## src/rtl/buck_seq_pkg.sv

```systemverilog
package buck_seq_pkg;
  typedef enum logic [2:0] {
    ST_RESET   = 3'd0,
    ST_SOFT    = 3'd1,
    ST_RUN     = 3'd2,
    ST_OC_OFF  = 3'd3,
    ST_UV_WAIT = 3'd4,
    ST_LATCH   = 3'd5,
    ST_SHUT    = 3'd6
  } seq_state_e;
endpackage

```

## src/rtl/ss_ramp_gen.sv

```systemverilog
module ss_ramp_gen #(
  parameter int CODE_W    = 8,
  parameter int REF_CODE  = 100,
  parameter int RAMP_STEP = 4,
  parameter int SS_DIV    = 4
) (
  input  logic              clk_i,
  input  logic              rst_ni,
  input  logic              run_i,
  output logic [CODE_W-1:0] code_o,
  output logic              done_o
);
  localparam int DIV_W = (SS_DIV > 1) ? $clog2(SS_DIV) : 1;
  localparam logic [DIV_W-1:0] DIV_LAST = DIV_W'(SS_DIV - 1);
  localparam logic [CODE_W:0]  REF_X    = (CODE_W+1)'(REF_CODE);
  localparam logic [CODE_W:0]  STEP_X   = (CODE_W+1)'(RAMP_STEP);

  logic [DIV_W-1:0]  pre_q;
  logic [CODE_W-1:0] code_q;
  logic [CODE_W:0]   sum;
  logic              tick;

  assign tick   = (pre_q == DIV_LAST);
  assign sum    = {1'b0, code_q} + STEP_X;
  assign done_o = ({1'b0, code_q} >= REF_X);
  assign code_o = code_q;

  always_ff @(posedge clk_i or negedge rst_ni) begin
    if (!rst_ni) begin
      pre_q  <= '0;
      code_q <= '0;
    end else if (!run_i) begin
      pre_q  <= '0;
      code_q <= '0;
    end else begin
      pre_q <= tick ? '0 : pre_q + 1'b1;
      if (tick && !done_o)
        code_q <= (sum >= REF_X) ? REF_X[CODE_W-1:0] : sum[CODE_W-1:0];
    end
  end

  assert_ramp_cap_R2: assert property (@(posedge clk_i) disable iff (!rst_ni)
    {1'b0, code_q} <= REF_X);
  assert_ramp_rise_R2: assert property (@(posedge clk_i) disable iff (!rst_ni)
    (run_i && tick && !done_o) |=> (!run_i || code_q > $past(code_q)));
endmodule

```

## src/rtl/oc_event_tally.sv

```systemverilog
module oc_event_tally #(
  parameter int OC_LIMIT = 4,
  parameter int CNT_W    = 3
) (
  input  logic             clk_i,
  input  logic             rst_ni,
  input  logic             clr_i,
  input  logic             inc_i,
  output logic [CNT_W-1:0] cnt_o,
  output logic             last_o
);
  localparam logic [CNT_W-1:0] MAX_C  = CNT_W'(OC_LIMIT);
  localparam logic [CNT_W-1:0] LAST_C = CNT_W'(OC_LIMIT - 1);

  logic [CNT_W-1:0] cnt_q;

  always_ff @(posedge clk_i or negedge rst_ni) begin
    if (!rst_ni)                    cnt_q <= '0;
    else if (clr_i)                 cnt_q <= '0;
    else if (inc_i && cnt_q != MAX_C) cnt_q <= cnt_q + 1'b1;
  end

  assign cnt_o  = cnt_q;
  assign last_o = (cnt_q == LAST_C);

  assert_oc_sat_R5: assert property (@(posedge clk_i) disable iff (!rst_ni)
    cnt_q <= MAX_C);
  assert_oc_clear_R5: assert property (@(posedge clk_i) disable iff (!rst_ni)
    clr_i |=> (cnt_q == '0));
  assert_oc_hold_R5: assert property (@(posedge clk_i) disable iff (!rst_ni)
    (!clr_i && !inc_i) |=> $stable(cnt_q));
endmodule

```

## src/rtl/hiccup_timer.sv

```systemverilog
module hiccup_timer #(
  parameter int HICCUP_CYCLES = 150,
  parameter int CNT_W         = 8
) (
  input  logic clk_i,
  input  logic rst_ni,
  input  logic run_i,
  output logic expire_o
);
  localparam logic [CNT_W-1:0] LAST_C = CNT_W'(HICCUP_CYCLES - 1);

  logic [CNT_W-1:0] cnt_q;

  assign expire_o = run_i && (cnt_q == LAST_C);

  always_ff @(posedge clk_i or negedge rst_ni) begin
    if (!rst_ni)       cnt_q <= '0;
    else if (!run_i)   cnt_q <= '0;
    else if (!expire_o) cnt_q <= cnt_q + 1'b1;
  end

  assert_hic_bound_R6: assert property (@(posedge clk_i) disable iff (!rst_ni)
    cnt_q <= LAST_C);
  assert_hic_start_R6: assert property (@(posedge clk_i) disable iff (!rst_ni)
    !run_i |=> (cnt_q == '0));
endmodule

```

## src/rtl/buck_fault_seq.sv

```systemverilog
module buck_fault_seq
  import buck_seq_pkg::*;
#(
  parameter int CODE_W        = 8,
  parameter int REF_CODE      = 100,
  parameter int RAMP_STEP     = 4,
  parameter int SS_DIV        = 4,
  parameter int HICCUP_CYCLES = 150,
  parameter int OC_LIMIT      = 4,
  localparam int OC_W         = $clog2(OC_LIMIT + 1),
  localparam int HIC_W        = $clog2(HICCUP_CYCLES + 1)
) (
  input  logic              clk_i,
  input  logic              rst_ni,
  input  logic              supply_ok_i,
  input  logic              oc_trip_i,
  input  logic              fb_under_i,
  input  logic              fb_over_i,
  input  logic              shdn_i,
  output logic [CODE_W-1:0] ref_code_o,
  output logic              pwm_inhibit_o,
  output logic              force_low_o,
  output logic              ss_active_o,
  output logic              latched_o,
  output logic [OC_W-1:0]   oc_count_o,
  output logic [2:0]        state_o
);
  localparam logic [CODE_W-1:0] REF_C = CODE_W'(REF_CODE);

  seq_state_e        state_q, state_d;
  logic              oc_evt, oc_last, ss_done, hic_expire, active;
  logic [CODE_W-1:0] ramp_code;

  ss_ramp_gen #(.CODE_W(CODE_W), .REF_CODE(REF_CODE), .RAMP_STEP(RAMP_STEP), .SS_DIV(SS_DIV))
    u_ramp (.clk_i, .rst_ni, .run_i(state_q == ST_SOFT), .code_o(ramp_code), .done_o(ss_done));

  oc_event_tally #(.OC_LIMIT(OC_LIMIT), .CNT_W(OC_W))
    u_oc (.clk_i, .rst_ni, .clr_i(!supply_ok_i || shdn_i), .inc_i(oc_evt),
          .cnt_o(oc_count_o), .last_o(oc_last));

  hiccup_timer #(.HICCUP_CYCLES(HICCUP_CYCLES), .CNT_W(HIC_W))
    u_hic (.clk_i, .rst_ni, .run_i(state_q == ST_UV_WAIT), .expire_o(hic_expire));

  // priority: supply loss, then shutdown, then per-state faults
  always_comb begin
    state_d = state_q;
    oc_evt  = 1'b0;
    if (!supply_ok_i)  state_d = ST_RESET;
    else if (shdn_i)   state_d = ST_SHUT;
    else begin
      unique case (state_q)
        ST_RESET, ST_OC_OFF, ST_SHUT: state_d = ST_SOFT;
        ST_SOFT, ST_RUN: begin
          if (oc_trip_i) begin
            oc_evt  = 1'b1;
            state_d = oc_last ? ST_LATCH : ST_OC_OFF;
          end else if (state_q == ST_SOFT) begin
            if (ss_done) state_d = ST_RUN;
          end else if (fb_under_i) begin
            state_d = ST_UV_WAIT;
          end
        end
        ST_UV_WAIT: if (hic_expire) state_d = ST_SOFT;
        ST_LATCH:   state_d = ST_LATCH;
        default:    state_d = ST_RESET;
      endcase
    end
  end

  always_ff @(posedge clk_i or negedge rst_ni) begin
    if (!rst_ni) state_q <= ST_RESET;
    else         state_q <= state_d;
  end

  assign active        = (state_q == ST_SOFT) || (state_q == ST_RUN);
  assign pwm_inhibit_o = !active || fb_over_i;
  assign force_low_o   = active && fb_over_i;
  assign ref_code_o    = (state_q == ST_SOFT) ? ramp_code :
                         (state_q == ST_RUN)  ? REF_C : '0;
  assign ss_active_o   = (state_q == ST_SOFT);
  assign latched_o     = (state_q == ST_LATCH);
  assign state_o       = state_q;

  assert_reset_hold_R1: assert property (@(posedge clk_i) disable iff (!rst_ni)
    !supply_ok_i |=> (state_q == ST_RESET && oc_count_o == '0));
  assert_latch_sticky_R4: assert property (@(posedge clk_i) disable iff (!rst_ni)
    (state_q == ST_LATCH && supply_ok_i && !shdn_i) |=> (state_q == ST_LATCH));
  assert_uv_masked_R7: assert property (@(posedge clk_i) disable iff (!rst_ni)
    (state_q == ST_SOFT) |=> (state_q != ST_UV_WAIT));
  assert_ov_keeps_run_R8: assert property (@(posedge clk_i) disable iff (!rst_ni)
    (state_q == ST_RUN && fb_over_i && supply_ok_i && !shdn_i && !oc_trip_i && !fb_under_i)
      |=> (state_q == ST_RUN));
  assert_shutdown_R9: assert property (@(posedge clk_i) disable iff (!rst_ni)
    (supply_ok_i && shdn_i) |=> (state_q == ST_SHUT && oc_count_o == '0));
  assert_oc_restart_R3: assert property (@(posedge clk_i) disable iff (!rst_ni)
    (state_q == ST_OC_OFF && supply_ok_i && !shdn_i) |=> (state_q == ST_SOFT && ref_code_o == '0));
endmodule

```

## config.mk

```make
export PLATFORM = sky130hd
export DESIGN_NAME = buck_fault_seq
export DESIGN_NICKNAME = d
export VERILOG_FILES = /design/src/rtl/buck_seq_pkg.sv /design/src/rtl/ss_ramp_gen.sv /design/src/rtl/oc_event_tally.sv /design/src/rtl/hiccup_timer.sv /design/src/rtl/buck_fault_seq.sv
export SDC_FILE = /design/constraint.sdc
export NUM_CORES = 1
export LEC_CHECK = 0
export ABC_AREA = 1
export BUFFER_PORTS_ARGS = -buffer_cell sky130_fd_sc_hd__buf_2
export CELL_PAD_IN_SITES_DETAIL_PLACEMENT = 1
export CELL_PAD_IN_SITES_GLOBAL_PLACEMENT = 2
export CORE_ASPECT_RATIO = 1.25
export CORE_UTILIZATION = 31
export CTS_CLUSTER_DIAMETER = 200
export DETAILED_ROUTE_END_ITERATION = 8
export PLACE_DENSITY = 0.9
export SLEW_MARGIN = 20
export SYNTH_ARGS = -nofsm -noshare
export SYNTH_HDL_FRONTEND = slang
export SYNTH_HIERARCHICAL = 1
export SYNTH_SLANG_ARGS = --single-unit
export TNS_END_PERCENT = 10
```

## constraint.sdc

```tcl
create_clock -name clk_i -period 1.7 [get_ports clk_i]
set_input_delay 0.255 -clock clk_i [delete_from_list [all_inputs] [get_ports clk_i]]
set_output_delay 0.255 -clock clk_i [all_outputs]
set_load 0.01 [all_outputs]
```

# --- Word level (Yosys, flattened, before mapping) ---
# Index checks and enable logic that the tools add are counted.
# Widths: inputs -> output; s select.
op_classes:
  addsub: 4
  order_cmp: 2
  n_eq_ne: 15
  muxes: 24
  n_reduce_logical: 15
ops:
  columns: ["operator", "count"]
  rows:
  - ["$mux 8", 6]
  - ["$mux 3", 10]
  - ["$pmux 3 s4", 1]
  - ["$add 8x3->9 const B", 1]
  - ["$eq 3x2->1 const B", 3]
  - ["$eq 3x3->1 const B", 3]
  - ["$ge 9x7->1 const B", 1]
  - ["$add 8x1->8 const B", 1]
  - ["$eq 8x8->1 const B", 1]
  - ["$ge 8x7->1 const B", 1]
  - ["$mux 7", 1]
  - ["$ne 6x5->1 const B", 1]
  - ["$ne 6x6->1 const B", 1]
  - ["$logic_and 1x1->1", 4]
  - ["$mux 1", 4]
  - ["$mux 2", 2]
  - ["$ne 2x2->1 const B", 2]
  - ["$ne 4x4->1 const B", 1]
  - ["$add 3x1->3 const B", 1]
  - ["$eq 3x1->1 const B", 1]
  - ["$logic_not 1->1", 3]
  - ["$logic_not 3->1", 1]
  - ["$logic_or 1x1->1", 3]
  - ["$ne 3x3->1 const B", 1]
  - ["6 further kinds", 6]
word_totals:
  regBits: 24
  input_bits: 7
  out_inout_bits: 18
  wordCells: 65

# --- Depth between registers and ports, before layout ---
depth:
  word_depth: 8
  mapped_depth: 12
  mapped_depth_nobuf: 12

# --- Cells and area by module ---
# Netlist, hierarchy kept.
modules_own_cells:
  columns: ["module", "n_inst", "cells_per_inst", "area_each_um2", "seq_area_each_um2"]
  rows:
  - ["ss_ramp_gen", 1, 82, 599.3, 200.2]
  - ["hiccup_timer", 1, 77, 541.8, 200.2]
  - ["buck_fault_seq", 1, 67, 389.1, 75.1]
  - ["oc_event_tally", 1, 23, 187.7, 75.1]

# --- Worst setup path before layout ---
# Ideal clock, no wire load.
synth_timing:
  path_kind: "register to register"
  from: "reg state_q[1], in the netlist state_o[1]"
  to: "reg state_q[0], in the netlist state_o[0]"
  setup_ns: 0.116
  arrival_time_ns: 1.497
  required_time_ns: 1.584
  path_slack_ns: 0.088
  stages_incl_launch_ff: 10
  n_path_buf: 1
  synth_period_minus_slack_ns: 1.612
  cell_sequence: "dfrtp_1 nor3_1 buf_2 inv_1 nor2_1 inv_1 nand4_1 nand3_2 nor2_2 nor2_2"
synth_via:
  elab_cells_between_ends: 19
  cone_classes: "eq/ne: 9; mux: 5; reduce/logical: 5"
synth_rtl:
  columns: ["element", "line", "text"]
  rows:
  - ["start: declaration", "buck_fault_seq.sv:30", "seq_state_e state_q, state_d;"]
  - ["start signal: assignment", "buck_fault_seq.sv:72", "else state_q <= state_d;"]
  - ["$eq 3x3->1", "buck_fault_seq.sv:42", "u_hic (.clk_i, .rst_ni, .run_i(state_q == ST_UV_WAIT), .expire_o(hic_expire));"]
  - ["$logic_and 1x1->1", "hiccup_timer.sv:14", "assign expire_o = run_i && (cnt_q == LAST_C);"]
  - ["net hic_expire", "buck_fault_seq.sv:31", "logic oc_evt, oc_last, ss_done, hic_expire, active;"]
  - ["$ne 4x4->1 (no line)", null, null]
  - ["$reduce_and 3->1 (no line)", null, null]
# The timed path passes the listed nets, and every way through them passes these cells.
# A chain may end at the register's enable or synchronous reset.

# --- Worst setup path in the final report ---
layout_timing:
  from: "reg state_q[0], in the netlist state_o[0]"
  to: "out ref_code_o[6]"
layout_via:
  elab_chain_len: 3
  elab_cells_between_ends: 4
  cone_classes: "eq/ne: 2; mux: 2"
layout_rtl:
  columns: ["element", "line", "text"]
  rows:
  - ["$eq 3x2->1", "buck_fault_seq.sv:79", "(state_q == ST_RUN) ? REF_C : '0;"]
  - ["$mux 7", "buck_fault_seq.sv:79", null]
  - ["$mux 8 (*)", "buck_fault_seq.sv:78", "assign ref_code_o = (state_q == ST_SOFT) ? ramp_code :"]
  - ["end: declaration", "buck_fault_seq.sv:20", "output logic [CODE_W-1:0] ref_code_o,"]
# Mark *: on every way between the ends. The rest lies on a longest branch, timed or not.

==> results.ini <==
[run_status]
outcome=finished clean

[synth]
synthCells=249
syn_area_um2=1720
yosys-top-cells-area=dfrtp_1, nand2_1, inv_1, ha_1, nand3_1
synth_xor_xnor_area_share=0.00510
synth_compound_area_frac=0.0481
synth_top_area_frac=0.320
yosysSeqAreaShare=0.320
async_flop_share=1.00
yosysTopAreaCell=dfrtp_1
synth_edf_count=0
muxShareOfSynthArea=0
synth.distinct_cells=25
synth_common_cells=nand2_1, inv_1, nor2_1
ys.flop_type=dfrtp_1
synth.most_common_cell=nand2_1
synth_top_family_by_area=simple AND/OR/NAND/NOR gates
synth.ff_latch_count=22
synth.avg_cell_area_um2=6.90
synthAdderAreaFrac=0.0728
yosys.area_share.simple=0.422
ys_warn_count=6

[timing]
hold_viol_final=0
clock.fmax_mhz=605
grt_setup_unrepaired=true
worstMarginPinSlew_ps=547
whs_ps=237
relSlewSlack=0.635
finalSetupViolations=0
skew_ps=2.77
fin_setup_tns_ps=0
min_period_ps=1650
drv_slew=0
fin_crit_sh=0.972

[setup_path]
r2r_setup_slack_ps=130
cpMostUsedCell=nand2_1
worstPathRequired_ps=1440
slowest_delay_ps=420
critPathCaptureType=output port
timing.rr.start=u_hic/cnt_q[0]
crit_type=reg -> out
worst-path-max-fanout=8
cp_top_family=flip-flops
worst_setup_path_start_kind=flip-flop
critPathArrivalTime_ps=1400
critPathSlowestCell=dfrtp_1
path_buf_inv=3
r2r_end=state_o[2]
crit_chain=inv_2, nor2_4, nand2_4, clkinvlp_4, nand2_1, nand2_1, buf_2
reg2regPathDepth=11

[die]
chipHeight_um=85.2
die_x_um=68.6
rows=29
io_pins=25
die-area_um2=5850
core_area_um2=5190
start_util=0.331

[cts]
cts_tree=built
clock-sinks=22
path_clk_slew_ps=90
root_buffer=clkbuf_8
cts_made_buffers=3
cts_max_level=1
cts_buffer_depth=2
insertion_delay_ps=270

[placed_design]
hpwl_mm=3.38
port_buffers=22
place.gp.congestion=0.774

[layout]
num-nets-final=304
area_growth_pct=20.9
antenna_cells=0
drive_above_1_share=0.266
nFillCells=713
regArea_um2=553
multi_input_area_um2=966

[pwr]
power_density_nw_per_um2=633
leakage_nw=1.10
peakVddDrop_mv=0.271

[route]
postRouteAntennaNets=0
drt-total-wl_mm=4.32
drc=0
vias=1653
drt_iter0_markers=56
vias_per_cell=4.75
route.detailed.wl_per_inst_um=12.4
drtPass1Iterations=4

[global_routing]
grt_max_degree=23
grt_pass1_vias=1661
grt_use_total=0.173
gr-total-overflow=0
grt_pass1_wl_mm=7.68
antenna_found_initial=0

[min_path]
min_from=supply_ok_i
hp-class=in -> reg
holdPathStages=3
hold_end=state_o[1]

[flow_run]
maxCapViolations=0

worst register-to-register path, cell delays in order, from the launching register on:
cell	delay (ps)
dfrtp_2	450
ha_1	230
nand2_1	80
nor2_2	50
nand2_1	60
nor2_1	40
inv_1	80
nand4_1	140
nand3_2	140
nand2_1	70
nand3_1	90
nand2_1	50
how the worst max path moves through the flow:
stage / from / endpoint / slack [ps] / cells after the start
4_1_cts: state_o[0] / ref_code_o[6] / 10 / 7
6_report: state_o[0] / ref_code_o[6] / 50 / 7
5_1_grt: state_o[0] / ref_code_o[6] / -60 / 7
3_3_place_gp: state_o[1] / u_oc/cnt_o[1] / 110 / 8
3_5_place_dp: u_hic/cnt_q[0] / state_o[0] / 90 / 10
2_1_floorplan: state_o[1] / state_o[0] / 90 / 9
sequential cells by signal (all words and copies together) (netlist names):
| register | cells |
|---|---|
| u_ramp/pre_q | 2 |
| state_o | 3 |
| u_ramp/code_o | 6 |
| u_hic/cnt_q | 8 |
| u_oc/cnt_o | 3 |
routing by layer:
metal  track usage  part of all wire  up-vias
li1              -                 -      839
met1         0.216              0.45      788
met2         0.301              0.51       21
met3        0.0161             0.023        5
met4        0.0568             0.014        0
met5             0                 0        -
where the power goes:
part           switching [mW]  internal [mW]  leakage [nW]
Sequential             0.0173          0.538         0.300
Clock                   0.196          0.315        0.0357
Combinational           0.156         0.0926         0.761
layout by cell type (no fill, tap or decap):
cell           synthesis  routed
nand2_1               67      67
inv_1                 43      41
nor2_1                26      25
buf_2                  1      22
nand3_1               20      20
dfrtp_1               22      20
buf_4                  2      14
nand4_1               10      10
ha_1                  10      10
inv_2                  5       6
nor2_4                 5       6
a21oi_1                6       6
nand2_2                6       6
nand3_2                5       5
nor2_2                 4       4
o21ai_0                3       3
clkbuf_8               0       3
nand2_4                2       2
nor3_2                 0       2
dfrtp_2                0       2
o21ai_1                2       2
conb_1                 1       2
clkinvlp_4             0       1
or2_1                  1       1
bufinv_16              0       1
dlygate4sd3_1          0       1
xnor2_1                1       1
o21bai_4               1       1
nor3_1                 3       1
o21ai_2                1       1
kinds of logic after synthesis:
kind of cell             after synthesis
AO/OA/AOI/OAI                         13
XOR/XNOR                               1
adder cells (fa/ha/maj)               10
buffers and inverters                 53
flip-flops                            22
other                                  1
AND/OR/NAND/NOR                      149
through the flow:
step | setup WS (ps) | utilization | total power, mW | std cells | instance area [µm²]
after floorplan | 87.7 | - | 0.707 | 250 | 1720
after global placement | 113 | 0.373 | 0.787 | 338 | 1930
after detailed placement | 88.7 | 0.373 | 0.793 | 338 | 1930
after CTS | 13.1 | 0.397 | 1.33 | 348 | 2060
after global routing | -62.3 | 0.400 | 1.38 | 348 | 2080
final | 48.4 | 0.400 | 1.32 | 348 | 2080
area by class of cell:
type	instances	area share
flip-flops and latches	22	0.266
clock inverters	1	0.0145
inverters	48	0.0886
multi-input cells	175	0.465
clock buffers	3	0.0199
well taps	62	0.0373
repair buffers	37	0.108
what timing repair did:
action                                 in CTS  in global routing
hold buffers                                1                  0
setup endpoints to repair                   4                 10
setup buffers                               5                  0
endpoints found under the hold margin      22                  0
resized for setup                           2                  6
pin swaps                                   1                  2
(Power assumes the default switching activity.)
